[src/rtl/dem_pkg.sv]
package dem_pkg;

   // Feedback tap mask for a Fibonacci LFSR of the given width.
   // Only widths the block supports return a non-zero mask.
   function automatic logic [31:0] lfsr_taps(input int unsigned width);
      logic [31:0] m;
      m = '0;
      case (width)
         16: begin m[15] = 1'b1; m[14] = 1'b1; m[12] = 1'b1; m[3]  = 1'b1; end
         24: begin m[23] = 1'b1; m[22] = 1'b1; m[21] = 1'b1; m[16] = 1'b1; end
         32: begin m[31] = 1'b1; m[21] = 1'b1; m[1]  = 1'b1; m[0]  = 1'b1; end
         default: m = '0;
      endcase
      return m;
   endfunction

   function automatic bit width_supported(input int unsigned width);
      return (width == 16) || (width == 24) || (width == 32);
   endfunction

endpackage

[src/rtl/dem_lfsr.sv]
module dem_lfsr
   import dem_pkg::*;
#(
   parameter int unsigned        WIDTH = 16,
   parameter logic [WIDTH-1:0]   SEED  = 16'hACE1
) (
   input  logic             clk,
   input  logic             rst_n,
   input  logic             step,
   output logic [WIDTH-1:0] state
);
   localparam logic [31:0] TAPS = lfsr_taps(WIDTH);

   if (!width_supported(WIDTH)) begin : g_bad_width
      $error("dem_lfsr: unsupported WIDTH %0d", WIDTH);
   end
   if (SEED == '0) begin : g_bad_seed
      $error("dem_lfsr: SEED must be non-zero");
   end

   logic fb;
   assign fb = ^(state & TAPS[WIDTH-1:0]);

   always_ff @(posedge clk or negedge rst_n) begin
      if (!rst_n)     state <= SEED;
      else if (step)  state <= {state[WIDTH-2:0], fb};
   end

   AST_LFSR_NONZERO: assert property (@(posedge clk) disable iff (!rst_n)
      state != '0);

endmodule

[src/rtl/dem_split_node.sv]
module dem_split_node #(
   parameter int unsigned CNT_W = 5
) (
   input  logic             clk,
   input  logic             rst_n,
   input  logic [CNT_W-1:0] cnt,
   input  logic             pick_hi,
   output logic [CNT_W-1:0] hi,
   output logic [CNT_W-1:0] lo
);
   logic [CNT_W-1:0] half;
   logic             odd;

   always_comb begin
      half = cnt >> 1;
      odd  = cnt[0];
      hi   = half + {{(CNT_W-1){1'b0}}, odd &  pick_hi};
      lo   = half + {{(CNT_W-1){1'b0}}, odd & ~pick_hi};
   end

   AST_SPLIT_CONSERVE: assert property (@(posedge clk) disable iff (!rst_n)
      (CNT_W+1)'(hi) + (CNT_W+1)'(lo) == (CNT_W+1)'(cnt));
   AST_SPLIT_BALANCE: assert property (@(posedge clk) disable iff (!rst_n)
      (hi == lo) || (hi == lo + 1'b1) || (lo == hi + 1'b1));

endmodule

[src/rtl/dem_tree.sv]
module dem_tree #(
   parameter int unsigned LEVELS = 4,
   localparam int unsigned LEAVES = 1 << LEVELS,
   localparam int unsigned NODES  = LEAVES - 1,
   localparam int unsigned CNT_W  = LEVELS + 1
) (
   input  logic              clk,
   input  logic              rst_n,
   input  logic [LEVELS-1:0] count,
   input  logic [NODES-1:0]  rnd,
   output logic [LEAVES-1:0] lines
);
   // Heap layout: index 1 is the root, the children of index i are 2i and
   // 2i+1, and indices LEAVES .. 2*LEAVES-1 are the leaves.
   logic [CNT_W-1:0] cnt [1:2*LEAVES-1];

   assign cnt[1] = {1'b0, count};

   for (genvar i = 1; i <= NODES; i++) begin : g_node
      dem_split_node #(.CNT_W(CNT_W)) u_node (
         .clk     (clk),
         .rst_n   (rst_n),
         .cnt     (cnt[i]),
         .pick_hi (rnd[i-1]),
         .hi      (cnt[2*i+1]),
         .lo      (cnt[2*i])
      );
   end

   for (genvar j = 0; j < LEAVES; j++) begin : g_leaf
      assign lines[j] = |cnt[LEAVES+j];
   end

endmodule

[src/rtl/seg_tree_dem.sv]
module seg_tree_dem #(
   parameter int unsigned      CODE_W    = 7,
   parameter int unsigned      BIN_W     = 3,
   parameter int unsigned      LFSR_W    = 16,
   parameter logic [LFSR_W-1:0] LFSR_SEED = 16'hACE1,
   localparam int unsigned     LEVELS    = CODE_W - BIN_W,
   localparam int unsigned     COARSE_N  = 1 << LEVELS
) (
   input  logic                clk,
   input  logic                rst_n,
   input  logic                samp_en,
   input  logic [CODE_W-1:0]   code_in,
   output logic [COARSE_N-1:0] coarse_q,
   output logic [BIN_W-1:0]    lsb_q
);
   localparam int unsigned NODES = COARSE_N - 1;

   if (CODE_W <= BIN_W) begin : g_bad_split
      $error("seg_tree_dem: CODE_W must exceed BIN_W");
   end
   if (LFSR_W < NODES) begin : g_bad_lfsr
      $error("seg_tree_dem: LFSR_W must supply one bit per tree node");
   end

   logic [LFSR_W-1:0]   lfsr_state;
   logic [COARSE_N-1:0] tree_lines;
   logic [LEVELS-1:0]   upper;

   assign upper = code_in[CODE_W-1:BIN_W];

   dem_lfsr #(.WIDTH(LFSR_W), .SEED(LFSR_SEED)) u_lfsr (
      .clk   (clk),
      .rst_n (rst_n),
      .step  (samp_en),
      .state (lfsr_state)
   );

   dem_tree #(.LEVELS(LEVELS)) u_tree (
      .clk   (clk),
      .rst_n (rst_n),
      .count (upper),
      .rnd   (lfsr_state[NODES-1:0]),
      .lines (tree_lines)
   );

   always_ff @(posedge clk or negedge rst_n) begin
      if (!rst_n) begin
         coarse_q <= '0;
         lsb_q    <= '0;
      end else if (samp_en) begin
         coarse_q <= tree_lines;
         lsb_q    <= code_in[BIN_W-1:0];
      end
   end

   AST_COARSE_COUNT: assert property (@(posedge clk) disable iff (!rst_n)
      samp_en |=> $countones(coarse_q) == int'($past(upper)));
   AST_LSB_PASS: assert property (@(posedge clk) disable iff (!rst_n)
      samp_en |=> lsb_q == $past(code_in[BIN_W-1:0]));
   AST_HOLD_IDLE: assert property (@(posedge clk) disable iff (!rst_n)
      !samp_en |=> $stable(coarse_q) && $stable(lsb_q));
   AST_HALF_BALANCE: assert property (@(posedge clk) disable iff (!rst_n)
      ($countones(coarse_q[COARSE_N-1:COARSE_N/2]) <= $countones(coarse_q[COARSE_N/2-1:0]) + 1) &&
      ($countones(coarse_q[COARSE_N/2-1:0]) <= $countones(coarse_q[COARSE_N-1:COARSE_N/2]) + 1));

endmodule

[config.mk]
export PLATFORM = sky130hd
export DESIGN_NAME = seg_tree_dem
export DESIGN_NICKNAME = d
export VERILOG_FILES = /design/src/rtl/dem_pkg.sv /design/src/rtl/dem_lfsr.sv /design/src/rtl/dem_split_node.sv /design/src/rtl/dem_tree.sv /design/src/rtl/seg_tree_dem.sv
export SDC_FILE = /design/constraint.sdc
export NUM_CORES = 1
export LEC_CHECK = 0
export BUFFER_PORTS_ARGS = -buffer_cell sky130_fd_sc_hd__buf_2
export CORE_ASPECT_RATIO = 1.75
export CORE_MARGIN = 2
export CORE_UTILIZATION = 55
export CTS_BUF_LIST = sky130_fd_sc_hd__clkbuf_4 sky130_fd_sc_hd__clkbuf_8
export CTS_CLUSTER_DIAMETER = 30
export DETAILED_ROUTE_END_ITERATION = 8
export PLACE_DENSITY_LB_ADDON = 0.05
export SLEW_MARGIN = 10
export SYNTH_ARGS = -nofsm -noshare
export SYNTH_HDL_FRONTEND = slang
export SYNTH_SLANG_ARGS = --single-unit
[constraint.sdc]
create_clock -name clk -period 5.7 [get_ports clk]
set_clock_uncertainty 0.05 [all_clocks]
set_input_delay 0.855 -clock clk [delete_from_list [all_inputs] [get_ports clk]]
set_output_delay 0.855 -clock clk [all_outputs]
set_load 0.05 [all_outputs]
# Word level (Yosys, flattened, before mapping)
# Cells that the tools add are included.
[classes]
n_bitwise = 45
add_sub_neg = 30
n_reduce_logical = 17
[ops]
columns = ["operator", "n"]
rows = [
  ["adder 4 x 1 -> 5 bit", 27],
  ["OR reduction 5 bit", 16],
  ["AND 1 bit", 30],
  ["parity 16 bit", 1],
  ["NOT 1 bit", 15],
  ["adder 3 x 1 -> 4 bit", 3],
]
[word_totals]
elab_cells = 95
out_inout_bits = 19
register_bits = 35

# Logic depth before layout (Yosys ltp)
# Gate-level depths: netlist (run 1).
[logic_depth]
word_depth = 10
mapped_depth = 11

# Hierarchy
# From an unflattened synthesis (run 1), not the netlist that was laid out.
[unflattened]
cells_unflattened = 337
area_unflattened_um2 = 3477.1
[by_module_without_submodules]
columns = ["mod", "instances", "cells_per_inst", "seq_area_each_um2", "area_each_um2"]
rows = [
  ["dem_split_node", 15, 14, 0.0, 122.6],
  ["seg_tree_dem", 1, 40, 475.5, 758.2],
  ["dem_lfsr", 1, 38, 410.4, 675.6],
  ["dem_tree", 1, 49, 0.0, 203.9],
]

# Worst setup path after synthesis (run 1)
# No wires, ideal clock.
[synth_path]
path_type = "input to register"
startpoint = "input code_in[3]"
endpoint = "register coarse_q[2]"
t_arrival_ns = 3.045
path_buffers = 0
stages = 10
path_slack_ns = 2.468
setup_time_ns = 0.137
required_ns = 5.513
cell_sequence = "nor2b_1 > ha_1 > ha_1 > ha_1 > ha_1 > xnor2_1 > xor2_1 > ha_1 > a2111oi_0 > a21oi_1"
[synth_between]
elab_chain_cells = 9
[synth_lines]
columns = ["element", "line_no", "text"]
rows = [
  ["start: declaration", "seg_tree_dem.sv:12", "input logic [CODE_W-1:0] code_in,"],
  ["AND 1 bit (*)", "dem_split_node.sv:18", "lo = half + {{(CNT_W-1){1'b0}}, odd & ~pick_hi};"],
  ["adder 3 x 1 -> 4 bit (*)", "dem_split_node.sv:18", ""],
  ["AND 1 bit", "dem_split_node.sv:18", ""],
  ["adder 4 x 1 -> 5 bit (*)", "dem_split_node.sv:18", ""],
  ["AND 1 bit", "dem_split_node.sv:17", "hi = half + {{(CNT_W-1){1'b0}}, odd & pick_hi};"],
  ["adder 4 x 1 -> 5 bit (*)", "dem_split_node.sv:17", ""],
  ["AND 1 bit", "dem_split_node.sv:18", ""],
  ["adder 4 x 1 -> 5 bit (*)", "dem_split_node.sv:18", ""],
  ["OR reduction 5 bit (*)", "dem_tree.sv:31", "assign lines[j] = |cnt[LEAVES+j];"],
  ["end signal: assignment", "seg_tree_dem.sv:51", "coarse_q <= tree_lines;"],
  ["end: declaration", "seg_tree_dem.sv:13", "output logic [COARSE_N-1:0] coarse_q,"],
]
# Every way passes the cells marked *; elsewhere a longest branch is shown, timed or not.
# A chain may end at the register's enable or synchronous reset.

# Worst setup path in the final report (run 1)
[layout_path]
startpoint = "input code_in[3]"
endpoint = "register coarse_q[3]"
[layout_between]
elab_chain_cells = 9
[layout_lines]
columns = ["element", "line_no"]
rows = [
  ["AND 1 bit (*)", "dem_split_node.sv:18"],
  ["adder 3 x 1 -> 4 bit (*)", "dem_split_node.sv:18"],
  ["AND 1 bit", "dem_split_node.sv:18"],
  ["adder 4 x 1 -> 5 bit (*)", "dem_split_node.sv:18"],
  ["AND 1 bit", "dem_split_node.sv:17"],
  ["adder 4 x 1 -> 5 bit (*)", "dem_split_node.sv:17"],
  ["AND 1 bit", "dem_split_node.sv:17"],
  ["adder 4 x 1 -> 5 bit (*)", "dem_split_node.sv:17"],
  ["OR reduction 5 bit (*)", "dem_tree.sv:31"],
]
# Marked as above.

==> out/metrics.yaml, run 1 <==
clock_tree:
  cts_root_buffer: "clkbuf_8"
  cts_buffer_depth: 2
  ctsResizeCount: 0
  numCtsBuffers: 5
  cts_setup_buffers: 0
  ctsHoldBuffers: 0
  cts_tree: "done"
  clk_pin_slew_ps: 70
  cts-htree-levels: 2
  cts_sinks: 35
  clk_latency_ps: 290
synth:
  ys_seq_elements: 35
  syn_nets: 271
  ys_warn_count: 0
  synth.largest_area_cell: "dfrtp_1"
  synth_cell_types: 35
  synthesis.area_um2: 2430
  avgSynthCellArea_um2: 10.9
  syn_inst: 223
  synth_area_leaders: "dfrtp_1, ha_1, dfstp_2"
  synth_top_area_share_pct: 27.8
  yosysSeqAreaShare_pct: 36.4
cells_and_area:
  drive_gt1_share_pct: 29.0
  synthToLayoutAreaGrowth_pct: 11.3
  fin_area_um2: 2710
  fin_nets: 299
  finalCoreUtilization_pct: 62.6
  diodes: 0
sta:
  rsz0062_at_grt: "false"
  tightest_slew_ps: 950
  hold_viol: 0
  max_freq_mhz: 299
  setup_viol: 0
  setup_slack_ps: 2360
  final_max_slew_viol_count: 0
  fin_crit_sh_pct: 58.7
  maxSlewHeadroom_pct: 36.7
  finalSetupTns_ps: 0
  fin_crit_ps: 3340
  holdWs_ps: 454
route:
  wire_per_inst_um: 14.1
  final_antenna_net_count: 0
  via_count: 1659
  drt_iter0_markers: 15
  routed_via_density: 5.48
  wl_um: 4260
  drcViolationCount: 0
  dr.pass1.iters: 4
critical_path:
  required_ps: 5770
  crit_path_start_kind: "input pin"
  worst-path-buf-inv: 1
  crit_chain: "buf_2 > nor2b_1 > ha_1 > ha_1 > ha_1 > ha_1 > xnor2_1 > xor2_1 > ha_1 > a2111oi_0 > a21oi_1"
  crit_path_max_fanout: 4
  worstSetupPathType: "in -> reg"
  slowest_stage: "ha_1"
  arrival_ps: 3410
  cp-end-kind: "register"
  crit_family: "adder cells"
  slowest_delay_ps: 360
  crit_top_cell: "ha_1"
run:
  maxCapViolations: 0
min_path:
  min_path_type: "reg -> reg"
floorplan:
  core-area_um2: 4320
  initial_core_util_pct: 56.3
  ios: 29
  die_x_um: 54.3
  dieArea_um2: 4990
  die_h_um: 92.0
  placementRows: 32
global_routing:
  grt_use_total_pct: 20.0
  grt_pass1_vias: 1715
  antenna_found_initial: 0
  overflow: 0
  grt_pass1_wl_um: 7370
  grt_max_degree: 53
place:
  dpl_cell_area_um2: 2600
  hpwl_um: 3290
  pre_cts_ws_ps: 2080
  place_congestion: 0.829
  port_buffers: 28
outcome:
  status: "complete, no violations"
pwr:
  pwr-share-clk_pct: 12.8
  pwr_density_cell_nw_per_um2: 586
  switchingPower_uw: 708
  peakVddDrop_mv: 0.346
  power_frac_comb_pct: 56.9
  sw_frac_of_total_pct: 44.7
  p_int_uw: 876
  p_leak_nw: 1.31
  power_frac_seq_pct: 30.3
==> cell type report <==
class,instances,area [µm²]
inverter,3,11.3
timing repair buffer,28,140
tap,51,63.8
fill,372,1620
clock buffer,8,104
multi-input combinational,178,1500
sequential,35,886
==> sequential cells by signal, summed over array words and instances, names as in the netlist <==
name / cells
coarse_q: 16
u_lfsr.state: 16
lsb_q: 3
==> kinds of logic after synthesis <==
group                      Yosys count  synth area share [%]
and+or+nand+nor                     78                  16.9
buffers and inverters               10                  1.85
muxes                               18                  8.33
AOI/OAI and AO/OA                   24                  6.12
DFF                                 35                  36.4
xor gates and xnor gates            19                  10.3
adders and majority gates           39                  20.0
==> per-stage QoR <==
stage	instances	power (mW)
2_1_floorplan	223	1.20
3_3_place_gp	295	1.38
6_report	303	1.58
4_1_cts	303	1.61
3_5_place_dp	295	1.40
5_1_grt	303	1.75
==> path summary, 6_finish.rpt <==
path	from	endpoint	slack (ps)	depth (start not counted)
hold / removal	lsb_q[1]	lsb_q[1]	450	1
hold reg to reg	lsb_q[1]	lsb_q[1]	450	1
setup / recovery	code_in[3]	coarse_q[3]	2360	11
min in group asynchronous	rst_n	coarse_q[8]	590	1
max in group asynchronous	rst_n	u_lfsr.state[4]	4510	1
setup reg to reg	u_lfsr.state[0]	coarse_q[3]	2550	10
==> cells in the mapped netlist (all sizes together) <==
library cell / n
a31oi: 10
nand4: 1
clkbuf: 6
o21ai: 1
a2111oi: 2
and2: 15
xnor2: 7
dfstp: 8
mux2: 18
ha: 38
dfrtp: 27
nand2b: 2
inv: 3
nor2b: 16
a21oi: 8
nor2: 27
or2: 1
nor3: 4
o2111ai: 1
o31ai: 1
and3: 2
xor2: 8
xnor3: 2
nand3: 5
buf: 1
nand2: 5
o211ai: 1
xor3: 2
maj3: 1
==> layer usage <==
layer / up-vias / track usage (%) / share of wire (%)
met5: - / 0 / 0
li1: 840 / - / -
met3: 6 / 2.93 / 1.8
met4: 0 / 7.50 / 1.7
met2: 20 / 37.1 / 58
met1: 793 / 21.2 / 38
==> cells in the final DEF (no fill, tap or decap), types with 2 or more instances in the layout <==
| cell type | n |
|---|---|
| buf_2 | 28 |
| nand2_1 | 5 |
| mux2_2 | 18 |
| clkbuf_8 | 7 |
| xor2_1 | 7 |
| dfrtp_1 | 27 |
| nor2b_1 | 16 |
| xnor2_1 | 6 |
| and2_1 | 14 |
| a2111oi_0 | 2 |
| dfstp_2 | 8 |
| xnor3_4 | 2 |
| nor3_1 | 4 |
| nand2b_1 | 2 |
| ha_1 | 38 |
| a31oi_1 | 10 |
| nor2_1 | 27 |
| inv_1 | 3 |
| a21oi_1 | 8 |
| nand3_1 | 4 |
==> power by group through the flow <==
| stage | Clock (mW) | Sequential, mW | Combinational, mW |
|---|---|---|---|
| after floorplan | 0 | 0.674 | 0.522 |
| after global placement | 0 | 0.484 | 0.894 |
| after detailed placement | 0 | 0.488 | 0.913 |
| after CTS | 0.211 | 0.484 | 0.919 |
| after global routing | 0.217 | 0.505 | 1.02 |
| final | 0.203 | 0.480 | 0.902 |
Note: power is estimated with default switching activity, not from simulation.
==> inputs of run 2 (changes only) <==
==> constraint.sdc (replaced) <==
create_clock -name clk -period 3.15 [get_ports clk]
set_clock_uncertainty 0.05 [all_clocks]
set_input_delay 0.4725 -clock clk [delete_from_list [all_inputs] [get_ports clk]]
set_output_delay 0.4725 -clock clk [all_outputs]
set_load 0.05 [all_outputs]
==> out/metrics.yaml, run 2 (same netlist as run 1, synthesis figures left out) <==
critical_path:
  crit_chain: "and2_1 > ha_1 > nand2b_4 > nand2_1 > ha_1 > xnor3_4 > ha_1 > ha_1 > ha_1 > nor3_2 > a21oi_1"
  r2r_cells: 11  # +1
  crit_top_cell: "ha_1"
  required_ps: 3240  # -2530 ps
  rrSetupSlack_ps: 190  # -2360 ps
  endpoint: "coarse_q[13]"
  worstSetupPathType: "reg -> reg"
  crit_path_max_fanout: 4  # unchanged
  arrival_ps: 3050  # -360 ps
  critical_path_depth: 11  # unchanged
  crit_path_start_kind: "register"
  worst-path-buf-inv: 0  # -1
  cp-end-kind: "register"
  worstReg2RegEnd: "coarse_q[13]"
  slowest_stage: "dfstp_2"
  r2r_start: "u_lfsr.state[0]"
  startpoint: "u_lfsr.state[0]"
  crit_family: "adder cells"
  slowest_delay_ps: 560  # +200 ps
route:
  final_antenna_net_count: 0  # unchanged
  via_count: 1658  # -0.060%
  dr.pass1.iters: 4  # unchanged
  routed_via_density: 5.40  # -1.4%
  wl_um: 4370  # +2.6%
  drcViolationCount: 0  # unchanged
  wire_per_inst_um: 14.2  # +1.2%
  drt_iter0_markers: 18  # +3
cells_and_area:
  layout_common_cells: "ha_1, buf_2, nor2_1, dfrtp_1, mux2_2"
  diodes: 0  # unchanged
  n_fill_cell: 361  # -3.0%
  drive_gt1_share_pct: 31.3  # +2.3 points
  fin_nets: 303  # +1.3%
  final_common_cell: "ha_1"
  finalCoreUtilization_pct: 63.4  # +0.84 points
  synthToLayoutAreaGrowth_pct: 12.8
  reg_top3: "coarse_q (16), u_lfsr.state (16), lsb_q (3)"
floorplan:
  initial_core_util_pct: 56.3  # unchanged
  dieArea_um2: 4990  # unchanged
  die_x_um: 54.3  # unchanged
  die_h_um: 92.0  # unchanged
  placementRows: 32  # unchanged
  ios: 29  # unchanged
  core-area_um2: 4320  # unchanged
pwr:
  peakVddDrop_mv: 0.654  # +89%
  p_leak_nw: 1.34  # +2.1%
  switchingPower_mw: 1.31  # +84%
  pwr-share-clk_pct: 11.8  # -1.0 points
  p_int_mw: 1.57  # +79%
  pwr_density_cell_nw_per_um2: 1050  # +79%
  power_frac_seq_pct: 30.2  # about the same
  sw_frac_of_total_pct: 45.4  # +0.67 points
  power_frac_comb_pct: 57.9  # +1.0 points
sta:
  final_max_slew_viol_count: 0  # unchanged
  setup_viol: 0  # unchanged
  maxSlewHeadroom_pct: 36.9  # +0.23 points
  fin_crit_sh_pct: 94.0
  max_freq_mhz: 338
  hold_viol: 0  # unchanged
  rsz0062_at_grt: "false"
  finalSetupTns_ps: 0  # unchanged
  fin_crit_ps: 2960
  setup_slack_ps: 188  # -2170 ps
  tightest_slew_ps: 946  # -3.50 ps
global_routing:
  antenna_found_initial: 0  # unchanged
  grt_use_total_pct: 20.6  # +0.57 points
  grt_pass1_vias: 1736  # +1.2%
  overflow: 0  # unchanged
  grt_pass1_wl_um: 7400  # +0.46%
  grt_max_degree: 53  # unchanged
clock_tree:
  clk_pin_slew_ps: 80  # about the same
  cts_setup_buffers: 0  # unchanged
  cts_root_buffer: "clkbuf_8"
  numCtsBuffers: 5  # unchanged
  cts_tree: "done"
  cts_buffer_depth: 2  # unchanged
  cts_sinks: 35  # unchanged
  clk_latency_ps: 290  # about the same
  cts-htree-levels: 2  # unchanged
place:
  place_congestion: 0.854  # +3.1%
  port_buffers: 28  # unchanged
  hpwl_um: 3250  # -1.4%
  pre_cts_ws_ps: 53.9  # -2030 ps
outcome:
  status: "complete, no violations"
min_path:
  min_path_type: "in -> async"
run:
  maxCapViolations: 0  # unchanged
==> run 2: changes by cell type in the layout (fill, tap and decap cells not counted), sizes merged <==
cell | before | now
buf | 28 | 32
clkbuf | 8 | 7
clkinv | 0 | 1
==> run 2: stage by stage <==
stage | hold WS [ps] | instance area (µm²) | power [mW] | instances
2_1_floorplan | 127 | 2430 | 2.16 | 223
3_3_place_gp | 436 | 2630 | 2.50 | 299
3_5_place_dp | 442 | 2630 | 2.54 | 299
4_1_cts | 235 | 2720 | 2.90 | 307
5_1_grt | 285 | 2740 | 3.13 | 307
6_report | 210 | 2740 | 2.88 | 307
==> run 2: worst min path at each step <==
stage | start | depth (start not counted) | slack, ps | endpoint
final | rst_n | 1 | 210 | coarse_q[14]
after global routing | rst_n | 1 | 290 | coarse_q[14]
after CTS | rst_n | 1 | 230 | coarse_q[14]
after detailed placement | lsb_q[2] | 1 | 440 | lsb_q[2]
after global placement | lsb_q[1] | 1 | 440 | lsb_q[1]
after floorplan | rst_n | 0 | 130 | coarse_q[0]
==> run 2: final cells by class <==
class	count	area, µm²	area share, %
Multi-Input combinational cell	178	1520	55.5
Sequential cell	35	886	32.3
Timing Repair Buffer	32	170	6.20
Clock buffer	7	83.8	3.06
Tap cell	51	63.8	2.33
Inverter	3	11.3	0.411
Clock inverter	1	5.00	0.182
==> run 2: power groups by stage <==
stage	Combinational (mW)	Clock [mW]	Sequential, mW
6_report	1.67	0.340	0.870
5_1_grt	1.86	0.360	0.913
4_1_cts	1.67	0.349	0.877
3_5_place_dp	1.66	0	0.884
3_3_place_gp	1.63	0	0.875
2_1_floorplan	0.945	0	1.22
==> run 2: layer usage <==
metal / part of all wire [%] / vias up / wire (µm) / global-route usage, %
met5: 0 / - / 0 / 0
met3: 2.2 / 5 / 94 / 3.26
met2: 56 / 18 / 2450 / 37.0
met4: 2.2 / 0 / 94 / 10.6
li1: - / 848 / - / -
met1: 40 / 787 / 1730 / 21.3
==> run 2: worst reg2reg max path: stages (launching register included) <==
cell      delay, ps
dfstp_2         560
and2_1          150
ha_1            170
nand2b_4        140
nand2_1          60
ha_1            230
xnor3_4         430
ha_1            190
ha_1            290
ha_1            310
nor3_2          140
a21oi_1          80
==> run 2: repair_timing <==
action,CTS,global route
resized for setup,0,4
hold buffers,0,0
setup endpoints to repair,0,4
